$ cat config.mk
export PLATFORM = sky130hd
export DESIGN_NAME = wdt_regblock
export DESIGN_NICKNAME = d
export VERILOG_FILES = /design/src/rtl/wdt_pkg.sv /design/src/rtl/wdt_tick.sv /design/src/rtl/wdt_count.sv /design/src/rtl/wdt_csr.sv /design/src/rtl/wdt_regblock.sv
export SDC_FILE = /design/constraint.sdc
export NUM_CORES = 1
export LEC_CHECK = 0
export BUFFER_PORTS_ARGS = -buffer_cell sky130_fd_sc_hd__buf_4
export CAP_MARGIN = 0
export CORE_ASPECT_RATIO = 0.9
export CORE_MARGIN = 4
export CORE_UTILIZATION = 63
export DETAILED_ROUTE_END_ITERATION = 12
export HOLD_SLACK_MARGIN = 0.05
export PLACE_DENSITY_LB_ADDON = 0.05
export SLEW_MARGIN = 30
export SYNTH_ARGS = -nofsm -noshare
export SYNTH_HDL_FRONTEND = slang
export SYNTH_HIERARCHICAL = 1
export SYNTH_SLANG_ARGS = --single-unit
$ cat constraint.sdc
create_clock -name clk -period 4.4 [get_ports clk]
set_input_delay 0.44 -clock clk [delete_from_list [all_inputs] [get_ports clk]]
set_output_delay 0.44 -clock clk [all_outputs]
set_load 0.1 [all_outputs]
$ cat src/rtl/wdt_pkg.sv
package wdt_pkg;
  localparam int DW      = 16;
  localparam int AW      = 5;
  localparam int CW      = 10;
  localparam int BW      = DW / 8;
  localparam int HALT_BIT = 11;
  localparam logic [CW-1:0] MIN_INIT = CW'(4);

  localparam logic [AW-1:0] OFS_RELOAD = 5'h00;
  localparam logic [AW-1:0] OFS_STSA   = 5'h04;
  localparam logic [AW-1:0] OFS_STSB   = 5'h06;
  localparam logic [AW-1:0] OFS_CTRL   = 5'h08;
  localparam logic [AW-1:0] OFS_MASK   = 5'h0A;
  localparam logic [AW-1:0] OFS_INIT   = 5'h12;

  function automatic logic [DW-1:0] be_merge(input logic [DW-1:0] cur,
                                             input logic [DW-1:0] nxt,
                                             input logic [BW-1:0] be);
    logic [DW-1:0] res;
    for (int b = 0; b < BW; b++) begin
      res[b*8 +: 8] = be[b] ? nxt[b*8 +: 8] : cur[b*8 +: 8];
    end
    return res;
  endfunction
endpackage

$ cat src/rtl/wdt_tick.sv
module wdt_tick #(
  parameter int TICK_CLKS = 4
) (
  input  logic clk,
  input  logic rst_n,
  input  logic clr,
  output logic tick
);
  localparam int PW = (TICK_CLKS > 1) ? $clog2(TICK_CLKS) : 1;
  localparam logic [PW-1:0] LAST = PW'(TICK_CLKS - 1);

  logic [PW-1:0] pre_q, pre_d;

  assign tick = !clr && (pre_q == LAST);

  always_comb begin
    if (clr || tick) pre_d = '0;
    else             pre_d = pre_q + PW'(1);
  end

  always_ff @(posedge clk or negedge rst_n) begin
    if (!rst_n) pre_q <= '0;
    else        pre_q <= pre_d;
  end

  generate
    if (TICK_CLKS > 1) begin : g_gap
      p_tick_gap_r2: assert property (@(posedge clk) disable iff (!rst_n)
        tick |=> !tick);
    end
  endgenerate
endmodule

$ cat src/rtl/wdt_count.sv
module wdt_count
  import wdt_pkg::*;
#(
  parameter int DEF_INIT = 6
) (
  input  logic          clk,
  input  logic          rst_n,
  input  logic          tick,
  input  logic          halt,
  input  logic          reload,
  input  logic [CW-1:0] init_val,
  input  logic          first_i,
  input  logic          mask_i,
  output logic [CW-1:0] count,
  output logic          expire,
  output logic          rst_req
);
  logic [CW-1:0] cnt_q, cnt_d;
  logic          rst_q, rst_d;

  assign expire  = tick && !halt && (cnt_q == '0);
  assign count   = cnt_q;
  assign rst_req = rst_q;

  always_comb begin
    cnt_d = cnt_q;
    if (reload)                cnt_d = init_val;
    else if (expire)           cnt_d = init_val;
    else if (tick && !halt)    cnt_d = cnt_q - CW'(1);
    rst_d = expire && first_i && !mask_i;
  end

  always_ff @(posedge clk or negedge rst_n) begin
    if (!rst_n) begin
      cnt_q <= CW'(DEF_INIT);
      rst_q <= 1'b0;
    end else begin
      cnt_q <= cnt_d;
      rst_q <= rst_d;
    end
  end

  p_halt_freeze_r6: assert property (@(posedge clk) disable iff (!rst_n)
    ($past(halt) && !$past(reload)) |-> $stable(cnt_q));
  p_rst_single_r8: assert property (@(posedge clk) disable iff (!rst_n)
    rst_q |=> !rst_q);
  p_rst_masked_r9: assert property (@(posedge clk) disable iff (!rst_n)
    rst_q |-> !$past(mask_i));
endmodule

$ cat src/rtl/wdt_csr.sv
module wdt_csr
  import wdt_pkg::*;
#(
  parameter int DEF_INIT = 6
) (
  input  logic          clk,
  input  logic          rst_n,
  input  logic          bus_sel,
  input  logic          bus_we,
  input  logic [AW-1:0] bus_addr,
  input  logic [BW-1:0] bus_be,
  input  logic [DW-1:0] bus_wdata,
  output logic [DW-1:0] bus_rdata,
  input  logic [CW-1:0] count,
  input  logic          expire,
  input  logic          rst_seen,
  output logic          halt,
  output logic          mask_bit,
  output logic          reload,
  output logic [CW-1:0] init_val,
  output logic          first_flag
);
  localparam int HW = DW - CW;

  logic [DW-1:0] ctrl_q, ctrl_d;
  logic          mask_q, mask_d;
  logic [HW-1:0] ihi_q, ihi_d;
  logic [CW-1:0] ifld_q, ifld_d;
  logic          first_q, first_d;
  logic          second_q, second_d;
  logic          rstd_q, rstd_d;
  logic          wr, rd;
  logic [DW-1:0] init_mrg;

  assign wr = bus_sel && bus_we;
  assign rd = bus_sel && !bus_we;
  assign init_mrg = be_merge({ihi_q, ifld_q}, bus_wdata, bus_be);

  always_comb begin
    ctrl_d   = ctrl_q;
    mask_d   = mask_q;
    ihi_d    = ihi_q;
    ifld_d   = ifld_q;
    first_d  = first_q;
    second_d = second_q;
    rstd_d   = rstd_q;
    reload   = wr && (bus_addr == OFS_RELOAD);
    if (wr && bus_addr == OFS_CTRL) ctrl_d = be_merge(ctrl_q, bus_wdata, bus_be);
    if (wr && bus_addr == OFS_MASK && bus_be[0]) mask_d = bus_wdata[0];
    if (wr && bus_addr == OFS_INIT) begin
      ihi_d = init_mrg[DW-1:CW];
      if (init_mrg[CW-1:0] >= MIN_INIT) ifld_d = init_mrg[CW-1:0];
    end
    if (wr && bus_addr == OFS_STSA && bus_be[0] && bus_wdata[0]) first_d = 1'b0;
    if (wr && bus_addr == OFS_STSB && bus_be[0]) begin
      if (bus_wdata[0]) second_d = 1'b0;
      if (bus_wdata[1]) rstd_d   = 1'b0;
    end
    if (expire && !first_q) first_d  = 1'b1;
    if (expire && first_q)  second_d = 1'b1;
    if (rst_seen)           rstd_d   = 1'b1;
  end

  always_comb begin
    bus_rdata = '0;
    if (rd) begin
      case (bus_addr)
        OFS_RELOAD: bus_rdata = {{HW{1'b0}}, count};
        OFS_STSA:   bus_rdata = {{(DW-1){1'b0}}, first_q};
        OFS_STSB:   bus_rdata = {{(DW-2){1'b0}}, rstd_q, second_q};
        OFS_CTRL:   bus_rdata = ctrl_q;
        OFS_MASK:   bus_rdata = {{(DW-1){1'b0}}, mask_q};
        OFS_INIT:   bus_rdata = {ihi_q, ifld_q};
        default:    bus_rdata = '0;
      endcase
    end
  end

  always_ff @(posedge clk or negedge rst_n) begin
    if (!rst_n) begin
      ctrl_q   <= DW'(1) << HALT_BIT;
      mask_q   <= 1'b0;
      ihi_q    <= '0;
      ifld_q   <= CW'(DEF_INIT);
      first_q  <= 1'b0;
      second_q <= 1'b0;
      rstd_q   <= 1'b0;
    end else begin
      ctrl_q   <= ctrl_d;
      mask_q   <= mask_d;
      ihi_q    <= ihi_d;
      ifld_q   <= ifld_d;
      first_q  <= first_d;
      second_q <= second_d;
      rstd_q   <= rstd_d;
    end
  end

  assign halt       = ctrl_q[HALT_BIT];
  assign mask_bit   = mask_q;
  assign init_val   = ifld_q;
  assign first_flag = first_q;

  p_init_legal_r4: assert property (@(posedge clk) disable iff (!rst_n)
    ifld_q >= MIN_INIT);
  p_second_after_first_r8: assert property (@(posedge clk) disable iff (!rst_n)
    $rose(second_q) |-> $past(first_q));
endmodule

$ cat src/rtl/wdt_regblock.sv
module wdt_regblock
  import wdt_pkg::*;
#(
  parameter int TICK_CLKS = 15_000_000,
  parameter int DEF_INIT  = 4
) (
  input  logic          clk,
  input  logic          rst_n,
  input  logic          bus_sel,
  input  logic          bus_we,
  input  logic [AW-1:0] bus_addr,
  input  logic [BW-1:0] bus_be,
  input  logic [DW-1:0] bus_wdata,
  output logic [DW-1:0] bus_rdata,
  input  logic          noreboot_i,
  output logic          tmo_o,
  output logic          wdt_rst_o
);
  logic          tick, halt, mask_bit, reload, expire, first_flag;
  logic [CW-1:0] init_val, count;

  wdt_tick #(.TICK_CLKS(TICK_CLKS)) u_tick (
    .clk(clk), .rst_n(rst_n), .clr(halt || reload), .tick(tick)
  );

  wdt_count #(.DEF_INIT(DEF_INIT)) u_count (
    .clk(clk), .rst_n(rst_n), .tick(tick), .halt(halt), .reload(reload),
    .init_val(init_val), .first_i(first_flag), .mask_i(noreboot_i || mask_bit),
    .count(count), .expire(expire), .rst_req(wdt_rst_o)
  );

  wdt_csr #(.DEF_INIT(DEF_INIT)) u_csr (
    .clk(clk), .rst_n(rst_n), .bus_sel(bus_sel), .bus_we(bus_we),
    .bus_addr(bus_addr), .bus_be(bus_be), .bus_wdata(bus_wdata),
    .bus_rdata(bus_rdata), .count(count), .expire(expire),
    .rst_seen(wdt_rst_o), .halt(halt), .mask_bit(mask_bit), .reload(reload),
    .init_val(init_val), .first_flag(first_flag)
  );

  assign tmo_o = first_flag;
endmodule

Word-level counts from Yosys, hierarchy flattened:

Index checks and enable logic that the tools add are counted.

* register bits after elaboration: 71
* logic and storage cells: 76
* bits of input ports: 28
* output and inout port bits: 18

* reductions and logical operators: 40
* $lt $le $gt $ge: 1
* equal/unequal tests: 6
* $add $sub $neg: 2
* muxes and demuxes: 16

Operators with widths (number)
* $pmux 16 s6: 1
* $mux 10: 3
* $add 24x1->24 const B: 1
* $eq 24x24->1 const B: 1
* $mux 24: 1
* $logic_and 1x1->1: 18
* $mux 16: 1
* $reduce_and 2->1: 6
* $eq 5x3->1 const B: 2
* $eq 5x4->1 const B: 2
* $ge 10x3->1 const B: 1
* $logic_not 10->1: 1
* $reduce_bool 2->1: 5
* $sub 10x1->10 const B: 1
* $mux 1: 8
* $mux 8: 1
* $eq 5x5->1 const B: 1
* $logic_not 1->1: 5
* $logic_not 5->1: 1
* $logic_or 1x1->1: 3
* $reduce_bool 3->1: 1
* $mux 2: 1

Logic depth before layout (Yosys ltp):

Gate-level depths: netlist of run 1.

* word-level depth: 10
* depth in mapped cells: 12
* gate-level depth less buffers: 10

Hierarchy:

Netlist of run 1, hierarchy kept.

Modules (own cells, without submodules)
* wdt_csr: instances 1, sequential area each 903.4 sq um, cells an instance 153, area an instance 1915.6 sq um
* wdt_tick: instances 1, sequential area each 600.6 sq um, cells an instance 129, area an instance 1222.4 sq um
* wdt_count: instances 1, sequential area each 276.5 sq um, cells an instance 83, area an instance 790.8 sq um
* wdt_regblock: instances 1, sequential area each 0.0 sq um, cells an instance 2, area an instance 12.5 sq um

Worst setup path before layout of run 1:

OpenSTA, ideal clock, no wires.

* path kind: input to output
* start point: input bus_addr[1]
* end point: output bus_rdata[1]
* required time: 3.960 ns
* slack: 0.921 ns
* arrival time: 3.039 ns
* stages: 6
* path buffers: 2
* cells stage by stage: buf_4 or4_1 nor2_1 clkbuf_1 a22oi_1 a21oi_1

* cells in the longest elaborated chain, start to end: 3
* elaborated cells on any way between the ends: 8
* classes of those cells: eq/ne (5); mux (2); reduce/logical (1)

RTL lines
* start, declared: RTL line wdt_regblock.sv:11 `input logic [AW-1:0] bus_addr,`
* $eq 5x5->1 (tied with other cells): RTL line wdt_csr.sv:67 `case (bus_addr)`
* $pmux 16 s6 *: RTL line wdt_csr.sv:67
* $mux 16 *: RTL line wdt_csr.sv:66 `if (rd) begin`
* end, declared: RTL line wdt_regblock.sv:14 `output logic [DW-1:0] bus_rdata,`

Every way passes the cells marked *; elsewhere a longest branch is shown, timed or not.

Worst setup path after layout of run 1:

* start point: input bus_addr[1]
* end point: register u_count.cnt_q[1] (netlist: u_count/count[1])

* cells in the longest elaborated chain, start to end: 9
* elaborated cells on any way between the ends: 10
* classes of those cells: mux (2); reduce/logical (8)

RTL lines
* $logic_not 5->1 *: RTL line wdt_csr.sv:47 `reload = wr && (bus_addr == OFS_RELOAD);`
* $logic_and 1x1->1 *: RTL line wdt_csr.sv:47
* named net reload: RTL line wdt_regblock.sv:19 `logic tick, halt, mask_bit, reload, expire, first_flag;`
* $logic_or 1x1->1 *: RTL line wdt_regblock.sv:23 `.clk(clk), .rst_n(rst_n), .clr(halt || reload), .tick(tick)`
* $logic_not 1->1 *: RTL line wdt_tick.sv:14 `assign tick = !clr && (pre_q == LAST);`
* $logic_and 1x1->1 *: RTL line wdt_tick.sv:14
* named net tick: RTL line wdt_regblock.sv:19
* $logic_and 1x1->1 *: RTL line wdt_count.sv:21, wdt_count.sv:29
* $logic_and 1x1->1: RTL line wdt_count.sv:21 `assign expire = tick && !halt && (cnt_q == '0);`
* $mux 10: RTL line wdt_count.sv:28 `else if (expire) cnt_d = init_val;`
* $mux 10: RTL line wdt_count.sv:27 `if (reload) cnt_d = init_val;`
* end signal, assigned: RTL line wdt_count.sv:35 `cnt_q <= CW'(DEF_INIT);`
* end signal, assigned: RTL line wdt_count.sv:38 `cnt_q <= cnt_d;`
* end, declared: RTL line wdt_count.sv:18 `logic [CW-1:0] cnt_q, cnt_d;`

Mark *: on every way through the listed nets, which the timed path passes. The rest lies on a longest branch.
A chain may end at the register's enable or synchronous reset.

==> results of run 1 <==
## final cells by class
type	count	area, um2	area share (%)
flip-flops and latches	71	1780	39.17
repair buffers	48	364.1	8.010
clock inverters	6	92.59	2.037
clock buffers	10	127.6	2.808
multi-input cells	274	2057	45.25
well taps	72	90.09	1.982
inverters	9	33.78	0.7432
## through the flow
stage | setup WS (ns) | hold WS (ns) | utilization (%) | instance area, um2
global placement | 1.115 | 0.4516 | 71.07 | 4322
global route | 1.145 | 0.1433 | 74.75 | 4546
floorplan | 0.9211 | 0.1444 | - | 3941
detailed placement | 1.012 | 0.4603 | 71.07 | 4322
CTS | 1.381 | 0.2370 | 74.69 | 4542
finish | 1.296 | 0.09770 | 74.75 | 4546
## placed cells by master (no fill, tap or decap), types with 3 or more instances in the layout
master and n:
nand2_1 14, o21ai_0 8, ha_1 3, mux2_1 8, a222oi_1 9, buf_4 47
xor2_1 6, a2bb2oi_1 4, nor4_1 5, a21oi_1 17, or3_1 8, xnor2_1 6
nand4_1 10, nor2_1 43, clkbuf_8 9, and4_1 4, nand3_1 13, or4_1 6
nand4b_1 3, nor2b_1 3, dfrtp_1 68, and3_1 4, nor3b_1 3, mux2_2 18
mux2_4 8, mux2i_1 6, inv_1 9, a22oi_1 9, dfstp_2 3, nand3b_1 4
o31ai_1 3
## power groups by stage
stage	registers (W)	logic, W	clock network (W)
after floorplan	0.000801	0.000159	0
after global placement	0.000824	0.000216	0
after detailed placement	0.000828	0.000225	0
after CTS	0.000815	0.000227	0.000591
after global routing	0.000830	0.000256	0.000623
final	0.000819	0.000226	0.000578
## registers in the layout, summed over array words and instances, names as in the netlist
| signal | flops |
|---|---|
| u_count/count | 10 |
| u_count/rst_req | 1 |
| u_csr/ctrl_q | 16 |
| u_csr/first_flag | 1 |
| u_csr/ihi_q | 6 |
| u_csr/init_val | 10 |
| u_csr/mask_bit | 1 |
| u_csr/rstd_q | 1 |
| u_csr/second_q | 1 |
| u_tick/pre_q | 24 |
## critical path: cells and delay by family
kind / cells / cell delay (ns)
AO/OA/AOI/OAI: 2 / 0.75
buffers and inverters: 2 / 0.33
AND/OR/NAND/NOR: 7 / 1.80
## cells by family after synthesis
family	share of synthesized area [%]
mux	12.00
fa+ha+maj	0.9525
flops	45.17
compound gates	14.41
buf+inv	2.635
simple gates	22.16
xor+xnor	2.667
## layer usage
metal	share of wire (%)	global-route usage, %	vias up
met4	1.4	8.219	0
met2	44	36.03	140
met5	0	0	-
met1	46	38.32	1515
li1	-	-	1486
met3	8.1	5.525	16
## final timing paths
path / start / to / slack (ns) / depth (start not counted)
max reg2reg: u_tick/pre_q[12] / u_count/count[1] / 1.45 / 7
max in group asynchronous: rst_n / u_csr/init_val[1] / 3.88 / 1
min: rst_n / u_count/count[5] / 0.1 / 1
min reg2reg: u_count/rst_req / u_csr/rstd_q / 0.47 / 1
max: bus_addr[1] / u_count/count[1] / 1.30 / 11
min in group clk: bus_wdata[13] / u_csr/ctrl_q[13] / 0.32 / 2
==> results by group, run 1 <==
Outcome
  – Status: completed

Final layout
  – Layout cells sized above 1: 27.27%
  – Total Nets Final: 444
  – Area grow syn2layout: 15.33%
  – Antenna Cells: 0
  – Post-Layout Cell Count: 490
  – Fillers: 409

Yosys
  – Main area contributors after synthesis: dfrtp_1, mux2_2, nor2_1, mux2_4, a222oi_1
  – Area leader, netlist: dfrtp_1
  – Synthesized net count: 398
  – Synthesized area: 3941 um2
  – #FFs+latches synth: 71
  – Ys flop type: dfrtp_1
  – EDFF count, synth: 0
  – Sequential fraction of the synthesis area: 45.17%
  – Share of the synthesized area in the top cell type: 43.17%
  – Yosys warning total: 6
  – Syn_area_per_cell: 10.74 um2
  – Async set-reset flop share out of synthesis: 100.0%
  – Unique cell type count in the Yosys netlist: 73
  – Count leader, synth: dfrtp_1
  – List of most frequent post-synthesis cells: dfrtp_1, nor2_1, mux2_2
  – Mapped Cells: 367

Detailed routing
  – Routed WL per cell: 18.71 um
  – Vias: 3157
  – Via/cell ratio: 6.443
  – Pre-antenna DRT Iters: 7
  – DRC errors left: 0
  – DR iter-0 viols: 330
  – Total wire length: 9167 um
  – Post-route ant nets: 0

Clocking
  – # clock sinks: 71
  – Number of H-tree levels: 3
  – CTS Buf Count: 9
  – Clock Latency Late Sink: 0.35 ns
  – Post_cts resized: 0
  – Post-CTS Setup Bufs: 0
  – CTS tree: done
  – Clk root buf: clkbuf_8
  – Hold-fix buffers at CTS: 0
  – Clock transition at path regs: 0.08 ns
  – Max Root-Sink Buffers: 2

Setup path
  – Critical Path Fanout Max: 16
  – Cells along the critical path: buf_4 > or4_1 > nor2_1 > buf_4 > and3_1 > or2_1 > nor2_1 > and4bb_1 > a31oi_4 > nor2b_1 > a221o_2
  – Largest stage delay, worst path: 0.52 ns
  – Worst Path Arrival: 3.33 ns
  – CP required: 4.63 ns
  – Critical path type: in -> reg
  – CP max-delay cell: or4_1
  – CP startpoint kind: input port
  – CP endpoint kind: flop

Floorplanning
  – Top Ports: 46
  – Die ar.: 7587 um2
  – Row cnt: 27
  – Chip width: 91.38 um
  – Initial Util: 64.81%
  – Die H: 83.04 um
  – Area of the core: 6081 um2

Timing
  – Final Skew: 0.01300 ns
  – Final min period: 3.104 ns
  – Final Hold Viols: 0
  – RSZ-0062 raised after global routing: false
  – Worst slew margin: 39.35%
  – Final Max Slew Viols: 0
  – Fmax: 0.3222 GHz
  – Final Cycle Share: 70.54%
  – Setup Total Neg Slack: 0 ns
  – Final setup violating endpoints: 0
  – Slew at the pin closest to its max-slew limit: 0.9027 ns

Power
  – Pwr dens: 357.1 nW/um2
  – Net Sw Power: 0.0004648 W
  – Sw Share: 28.63%
  – Combinational power share: 13.9%
  – Final total power: 0.001623 W
  – Internal power: 0.001159 W
  – VDD IR max: 0.0002917 V
  – Flop pwr share: 50.4%
  – Clk pwr share: 35.6%
  – P_leak: 1.979 nW

Place
  – Final GP Congestion: 0.8904
  – Port Buffers: 45
  – Placed cells: 474
  – Post-DP HPWL: 6363 um

Run
  – Max_cap viols: 0

Min path
  – Hold crit path type: in -> async

Global route
  – Total gr overflow: 0
  – GRT Util Overall: 25.31%
  – First-pass GRT wire length: 15410 um
  – Initial antenna violation count: 0
  – Vias in the first global route: 3133
  – Largest net degree at the start of global routing: 72
No activity file was read; power rests on OpenSTA's default activity.
==> run 2, diff against run 1 <==
--- a/config.mk
+++ b/config.mk
@@ -9,7 +9,7 @@
 export CAP_MARGIN = 0
 export CORE_ASPECT_RATIO = 0.9
 export CORE_MARGIN = 4
-export CORE_UTILIZATION = 63
+export CORE_UTILIZATION = 58
 export DETAILED_ROUTE_END_ITERATION = 12
 export HOLD_SLACK_MARGIN = 0.05
 export PLACE_DENSITY_LB_ADDON = 0.05
==> constraint.sdc (replaced) <==
create_clock -name clk -period 3.2 [get_ports clk]
set_input_delay 0.32 -clock clk [delete_from_list [all_inputs] [get_ports clk]]
set_output_delay 0.32 -clock clk [all_outputs]
set_load 0.1 [all_outputs]
==> run 2 against run 1 <==
Net effect:
- sequential power is 37% higher
- largest power group unchanged
- critical path type is now reg -> reg
- total power is 43% higher
- largest cell class unchanged
- routed wire length is 1.2% higher
- die area is 7.8% higher
==> results by group, run 2 (same netlist as run 1, synthesis figures left out) <==
Clocking
  – CTS tree: done
  – Max Root-Sink Buffers: 2 (unchanged)
  – Number of H-tree levels: 3 (unchanged)
  – Clock transition at path regs: 0.08 ns (about the same)
  – Clk root buf: clkbuf_8
  – CTS Buf Count: 9 (unchanged)
  – Clock Latency Late Sink: 0.36 ns (about the same)
  – # clock sinks: 71 (unchanged)
  – Post_cts resized: 0 (unchanged)

Setup path
  – Critical path type: reg -> reg
  – Worst Path Arrival: 2.96 ns (-0.37 ns)
  – CP startpoint kind: flop
  – CP required: 3.47 ns (-1.16 ns)
  – CP endpoint kind: flop
  – Critical Path Fanout Max: 6 (-10)

Power
  – Net Sw Power: 0.0006476 W (+39%)
  – Clk pwr share: 38.2% (+2.6 points)
  – P_leak: 2.017 nW (+1.9%)
  – Combinational power share: 13.5% (-0.4 points)
  – Final total power: 0.002319 W (+43%)
  – Internal power: 0.001671 W (+44%)
  – VDD IR max: 0.0003634 V (+25%)
  – Sw Share: 27.92% (-0.71 points)
  – Flop pwr share: 48.3% (-2.1 points)
  – Pwr dens: 500.5 nW/um2 (+40%)

Global route
  – Largest net degree at the start of global routing: 72 (unchanged)
  – Vias in the first global route: 3183 (+1.6%)
  – Total gr overflow: 0 (unchanged)
  – Initial antenna violation count: 0 (unchanged)
  – First-pass GRT wire length: 15610 um (+1.3%)
  – GRT Util Overall: 24.25% (-1.1 points)

Final layout
  – Total Nets Final: 448 (+0.90%)
  – Antenna Cells: 0 (unchanged)
  – Post-Layout Cell Count: 512 (+4.5%)
  – Commonest non-fill, non-tap cell in the layout: dfrtp_1
  – Commonest cells after routing, fill and taps aside: dfrtp_1, buf_4, nor2_1
  – Biggest register: u_tick/pre_q
  – Area grow syn2layout: 17.56%
  – Fillers: 551 (+35%)
  – Layout cells sized above 1: 28.44% (+1.2 points)
  – Largest registers: u_tick/pre_q (24), u_csr/ctrl_q (16)
  – Max reg flops: 24 (unchanged)

Timing
  – Final setup violating endpoints: 0 (unchanged)
  – Setup Total Neg Slack: 0 ns (unchanged)
  – Final Max Slew Viols: 0 (unchanged)
  – Final Hold Viols: 0 (unchanged)
  – Worst slew margin: 40.47% (+1.1 points)
  – Final Skew: 0.01050 ns (-0.002507 ns)
  – Slew at the pin closest to its max-slew limit: 0.8890 ns (-0.01373 ns)
  – Fmax: 0.3724 GHz
  – RSZ-0062 raised after global routing: false
  – Hold Slack: 0.1797 ns (+0.08198 ns)
  – Final Cycle Share: 83.92%
  – Final min period: 2.686 ns

Detailed routing
  – Routed WL per cell: 18.12 um (-3.1%)
  – Total wire length: 9278 um (+1.2%)
  – Via/cell ratio: 6.244 (-3.1%)
  – Pre-antenna DRT Iters: 5 (-2)
  – Vias: 3197 (+1.3%)
  – DR iter-0 viols: 251 (-24%)
  – DRC errors left: 0 (unchanged)
  – Post-route ant nets: 0 (unchanged)

Place
  – Final GP Congestion: 0.8500 (-4.5%)
  – Placed cells: 495 (+4.4%)
  – Post-DP HPWL: 6509 um (+2.3%)
  – Port Buffers: 45 (unchanged)

Floorplanning
  – Die H: 86.21 um (+3.8%)
  – Die ar.: 8180 um2 (+7.8%)
  – Area of the core: 6586 um2 (+8.3%)
  – Initial Util: 59.84% (-5.0 points)
  – Top Ports: 46 (unchanged)
  – Chip width: 94.89 um (+3.8%)
  – Row cnt: 28 (+3.7%)

Min path
  – Hold crit path type: in -> reg

Run
  – Max_cap viols: 0 (unchanged)

Outcome
  – Status: completed
[run 2: stage by stage]
step,utilization [%],setup slack [ns],cell area [um2]
global placement,66.43,0.4414,4375
CTS,70.14,0.5240,4619
detailed placement,66.43,0.3666,4375
finish,70.35,0.5144,4633
floorplan,-,0.04653,3945
global route,70.35,0.2701,4633
[run 2: power groups by stage]
stage          Combinational [W]  Sequential, W  Clock (W)
3_5_place_dp            0.000311        0.00113          0
3_3_place_gp            0.000301        0.00113          0
4_1_cts                 0.000313        0.00112   0.000900
2_1_floorplan           0.000218        0.00110          0
5_1_grt                 0.000350        0.00114   0.000943
6_report                0.000313        0.00112   0.000886
[run 2: worst paths after layout]
| path | start | to | slack (ns) | depth (start not counted) |
|---|---|---|---|---|
| setup / recovery | u_tick/pre_q[12] | u_count/count[5] | 0.51 | 8 |
| hold / removal | bus_wdata[14] | u_csr/ctrl_q[14] | 0.18 | 2 |
| setup reg to reg | u_tick/pre_q[12] | u_count/count[5] | 0.51 | 8 |
| hold reg to reg | u_count/rst_req | u_csr/rstd_q | 0.47 | 1 |
| max in group asynchronous | rst_n | u_csr/ctrl_q[0] | 2.21 | 2 |
| min in group asynchronous | rst_n | u_tick/pre_q[21] | 0.54 | 2 |
[run 2: repair_timing]
item	4_1_cts	5_1_grt
hold endpoints to repair	0	68
buffers inserted	0	0
setup endpoints to repair	0	0
hold buffers	0	1
[run 2: area by class of cell]
cell class | instances | area (um2) | area share, %
Clock buffer | 9 | 123.9 | 2.674
Clock inverter | 7 | 120.1 | 2.592
Inverter | 9 | 33.78 | 0.7291
Multi-Input combinational cell | 274 | 2066 | 44.59
Sequential cell | 71 | 1780 | 38.43
Tap cell | 90 | 112.6 | 2.430
Timing Repair Buffer | 52 | 396.6 | 8.561
[run 2: worst max-delay path: stages, from the launching register on]
cell	delay (ns)
dfrtp_1	0.45
or4_1	0.54
nor4_1	0.27
nand3_1	0.11
nor2_1	0.15
and4bb_1	0.34
nand3_1	0.24
a211o_1	0.34
a21oi_1	0.16
[run 2: per-layer routing]
| metal | GRT usage [%] | part of all wire (%) |
|---|---|---|
| met5 | 0 | 0 |
| met4 | 5.636 | 0.92 |
| met3 | 6.597 | 5.8 |
| met2 | 37.96 | 46 |
| met1 | 33.86 | 47 |
==> run 3, diff against run 2 <==
==> constraint.sdc (replaced) <==
create_clock -name clk -period 2.7 [get_ports clk]
set_input_delay 0.27 -clock clk [delete_from_list [all_inputs] [get_ports clk]]
set_output_delay 0.27 -clock clk [all_outputs]
set_load 0.1 [all_outputs]
==> run 3 against run 2 <==
Net effect:
- die area did not move
- critical path depth did not move
- total power rose by 11%
- clock power fell by 3.0%
- cell area rose by 1.4%
- clock skew rose by 0.0024 ns
- critical endpoint is now u_count/count[1]
- via count rose by 2.7%
- hold slack got worse by 0.048 ns
- non-clock buffer count rose by 9
- first-iteration DRC count rose by 49%
- setup slack got worse by 0.29 ns
- sequential power rose by 19%
==> results by group, run 3 (same netlist as run 1, synthesis figures left out) <==
Setup path
  – CP startpoint kind: flop
  – CP required: 2.94 ns (-0.53 ns)
  – Critical path type: reg -> reg
  – Critical Path Fanout Max: 5 (-1)
  – CP endpoint kind: flop
  – Worst Path Arrival: 2.72 ns (-0.24 ns)

Floorplanning
  – Die ar.: 8180 um2 (unchanged)
  – Initial Util: 59.84% (unchanged)
  – Row cnt: 28 (unchanged)
  – Chip width: 94.89 um (unchanged)
  – Area of the core: 6586 um2 (unchanged)
  – Die H: 86.21 um (unchanged)
  – Top Ports: 46 (unchanged)

Global route
  – Largest net degree at the start of global routing: 72 (unchanged)
  – Initial antenna violation count: 0 (unchanged)
  – Vias in the first global route: 3211 (+0.88%)
  – Total gr overflow: 0 (unchanged)
  – First-pass GRT wire length: 16290 um (+4.4%)
  – GRT Util Overall: 25.94% (+1.7 points)

Timing
  – Final Max Slew Viols: 0 (unchanged)
  – Final Skew: 0.01291 ns (+0.002413 ns)
  – RSZ-0062 raised after global routing: false
  – Setup Total Neg Slack: 0 ns (unchanged)
  – Final min period: 2.478 ns (-0.2080 ns)
  – Fmax: 0.4036 GHz (+8.4%)
  – Final Hold Viols: 0 (unchanged)
  – Final setup violating endpoints: 0 (unchanged)
  – Final Cycle Share: 91.76% (+7.8 points)
  – Slew at the pin closest to its max-slew limit: 0.6835 ns (-0.2055 ns)
  – Worst slew margin: 54.29% (+14 points)

Detailed routing
  – Via/cell ratio: 6.301 (+0.92%)
  – Total wire length: 9797 um (+5.6%)
  – Post-route ant nets: 0 (unchanged)
  – DR iter-0 viols: 373 (+49%)
  – Pre-antenna DRT Iters: 6 (+1)
  – Routed WL per cell: 18.80 um (+3.8%)
  – Vias: 3283 (+2.7%)
  – DRC errors left: 0 (unchanged)

Power
  – VDD IR max: 0.0003903 V (+7.4%)
  – P_leak: 2.025 nW (+0.41%)
  – Final total power: 0.002574 W (+11%)
  – Pwr dens: 547.7 nW/um2 (+9.4%)

Clocking
  – Max Root-Sink Buffers: 2 (unchanged)
  – Clock Latency Late Sink: 0.36 ns (about the same)
  – Post-CTS Setup Bufs: 0 (unchanged)
  – Clock transition at path regs: 0.08 ns (about the same)
  – # clock sinks: 71 (unchanged)
  – Number of H-tree levels: 3 (unchanged)
  – CTS Buf Count: 9 (unchanged)
  – Clk root buf: clkbuf_8
  – CTS tree: done

Place
  – Final GP Congestion: 0.8408 (-1.1%)
  – Port Buffers: 45 (unchanged)
  – Placed Area: 4482 um2 (+2.4%)
  – Post-DP HPWL: 6984 um (+7.3%)

Final layout
  – Final Cell Area: 4700 um2 (+1.4%)
  – Total Nets Final: 457 (+2.0%)
  – Area grow syn2layout: 19.24%
  – Biggest register: u_tick/pre_q
  – Layout cells sized above 1: 33.64% (+5.2 points)
  – Antenna Cells: 0 (unchanged)
  – Largest registers: u_tick/pre_q (24), u_csr/ctrl_q (16)
  – Max reg flops: 24 (unchanged)
  – Commonest cells after routing, fill and taps aside: dfrtp_1, buf_4, nor2_1
  – Commonest non-fill, non-tap cell in the layout: dfrtp_1

Outcome
  – Status: completed

Min path
  – Hold crit path type: in -> reg

Run
  – Max_cap viols: 0 (unchanged)
==> run 3: repair_timing <==
action	4_1_cts	5_1_grt
endpoints found under the setup margin	0	7
resized for setup	0	2
endpoints found under the hold margin	0	68
hold buffers	0	1
==> run 3: area by class of cell <==
type                       count  area [um2]
clock buffer                  10       127.6
clock inverter                 6       70.07
fill                         510        1887
inverter                       9       33.78
multi-input combinational    274        2111
sequential                    71        1780
tap                           90       112.6
timing repair buffer          61       464.2
==> run 3: through the flow <==
stage	cells	utilization, %	hold WS (ns)	setup WS (ns)
detailed placement	504	68.05	0.4584	0.1352
finish	521	71.35	0.1312	0.2224
floorplan	367	-	-0.02559	0.02270
global route	521	71.35	0.1201	0.04112
CTS	520	71.05	0.07304	0.1380
global placement	504	68.05	0.4508	0.1737
==> run 3: final timing paths <==
check / end / cells after the start / slack, ns / from
setup / recovery: u_count/count[1] / 8 / 0.22 / u_tick/pre_q[10]
hold / removal: u_csr/ctrl_q[14] / 2 / 0.13 / bus_wdata[14]
setup reg to reg: u_count/count[1] / 8 / 0.22 / u_tick/pre_q[10]
hold reg to reg: u_csr/rstd_q / 1 / 0.47 / u_count/rst_req
max in group asynchronous: u_tick/pre_q[1] / 2 / 1.76 / rst_n
min in group asynchronous: u_tick/pre_q[19] / 2 / 0.50 / rst_n
==> run 3: metal layers <==
metal  wire, um  part of all wire, %  GRT usage (%)  vias to the layer above
met1       4386                   45          36.48                     1638
met2       4572                   47          38.67                      110
li1           -                    -              -                     1514
met3        664                  6.8          7.465                       21
met4        173                  1.8          8.781                        0
met5          0                    0              0                        -
==> run 3: power by group <==
group | switching, W | leakage [nW] | total [W] | internal (W)
Sequential | 0.000143 | 0.936 | 0.00133 | 0.00119
Combinational | 0.000203 | 1.00 | 0.000383 | 0.000180
Clock | 0.000428 | 0.0891 | 0.000859 | 0.000431
Total | 0.000774 | 2.03 | 0.00257 | 0.00180
==> run 3: critical path, stage by stage (launching register included) <==
cell,delay (ns)
dfrtp_1,0.43
or4_1,0.53
nor4_2,0.20
nand3_1,0.10
nor2_1,0.14
and4bb_2,0.34
a31oi_4,0.11
buf_4,0.18
a221o_2,0.34
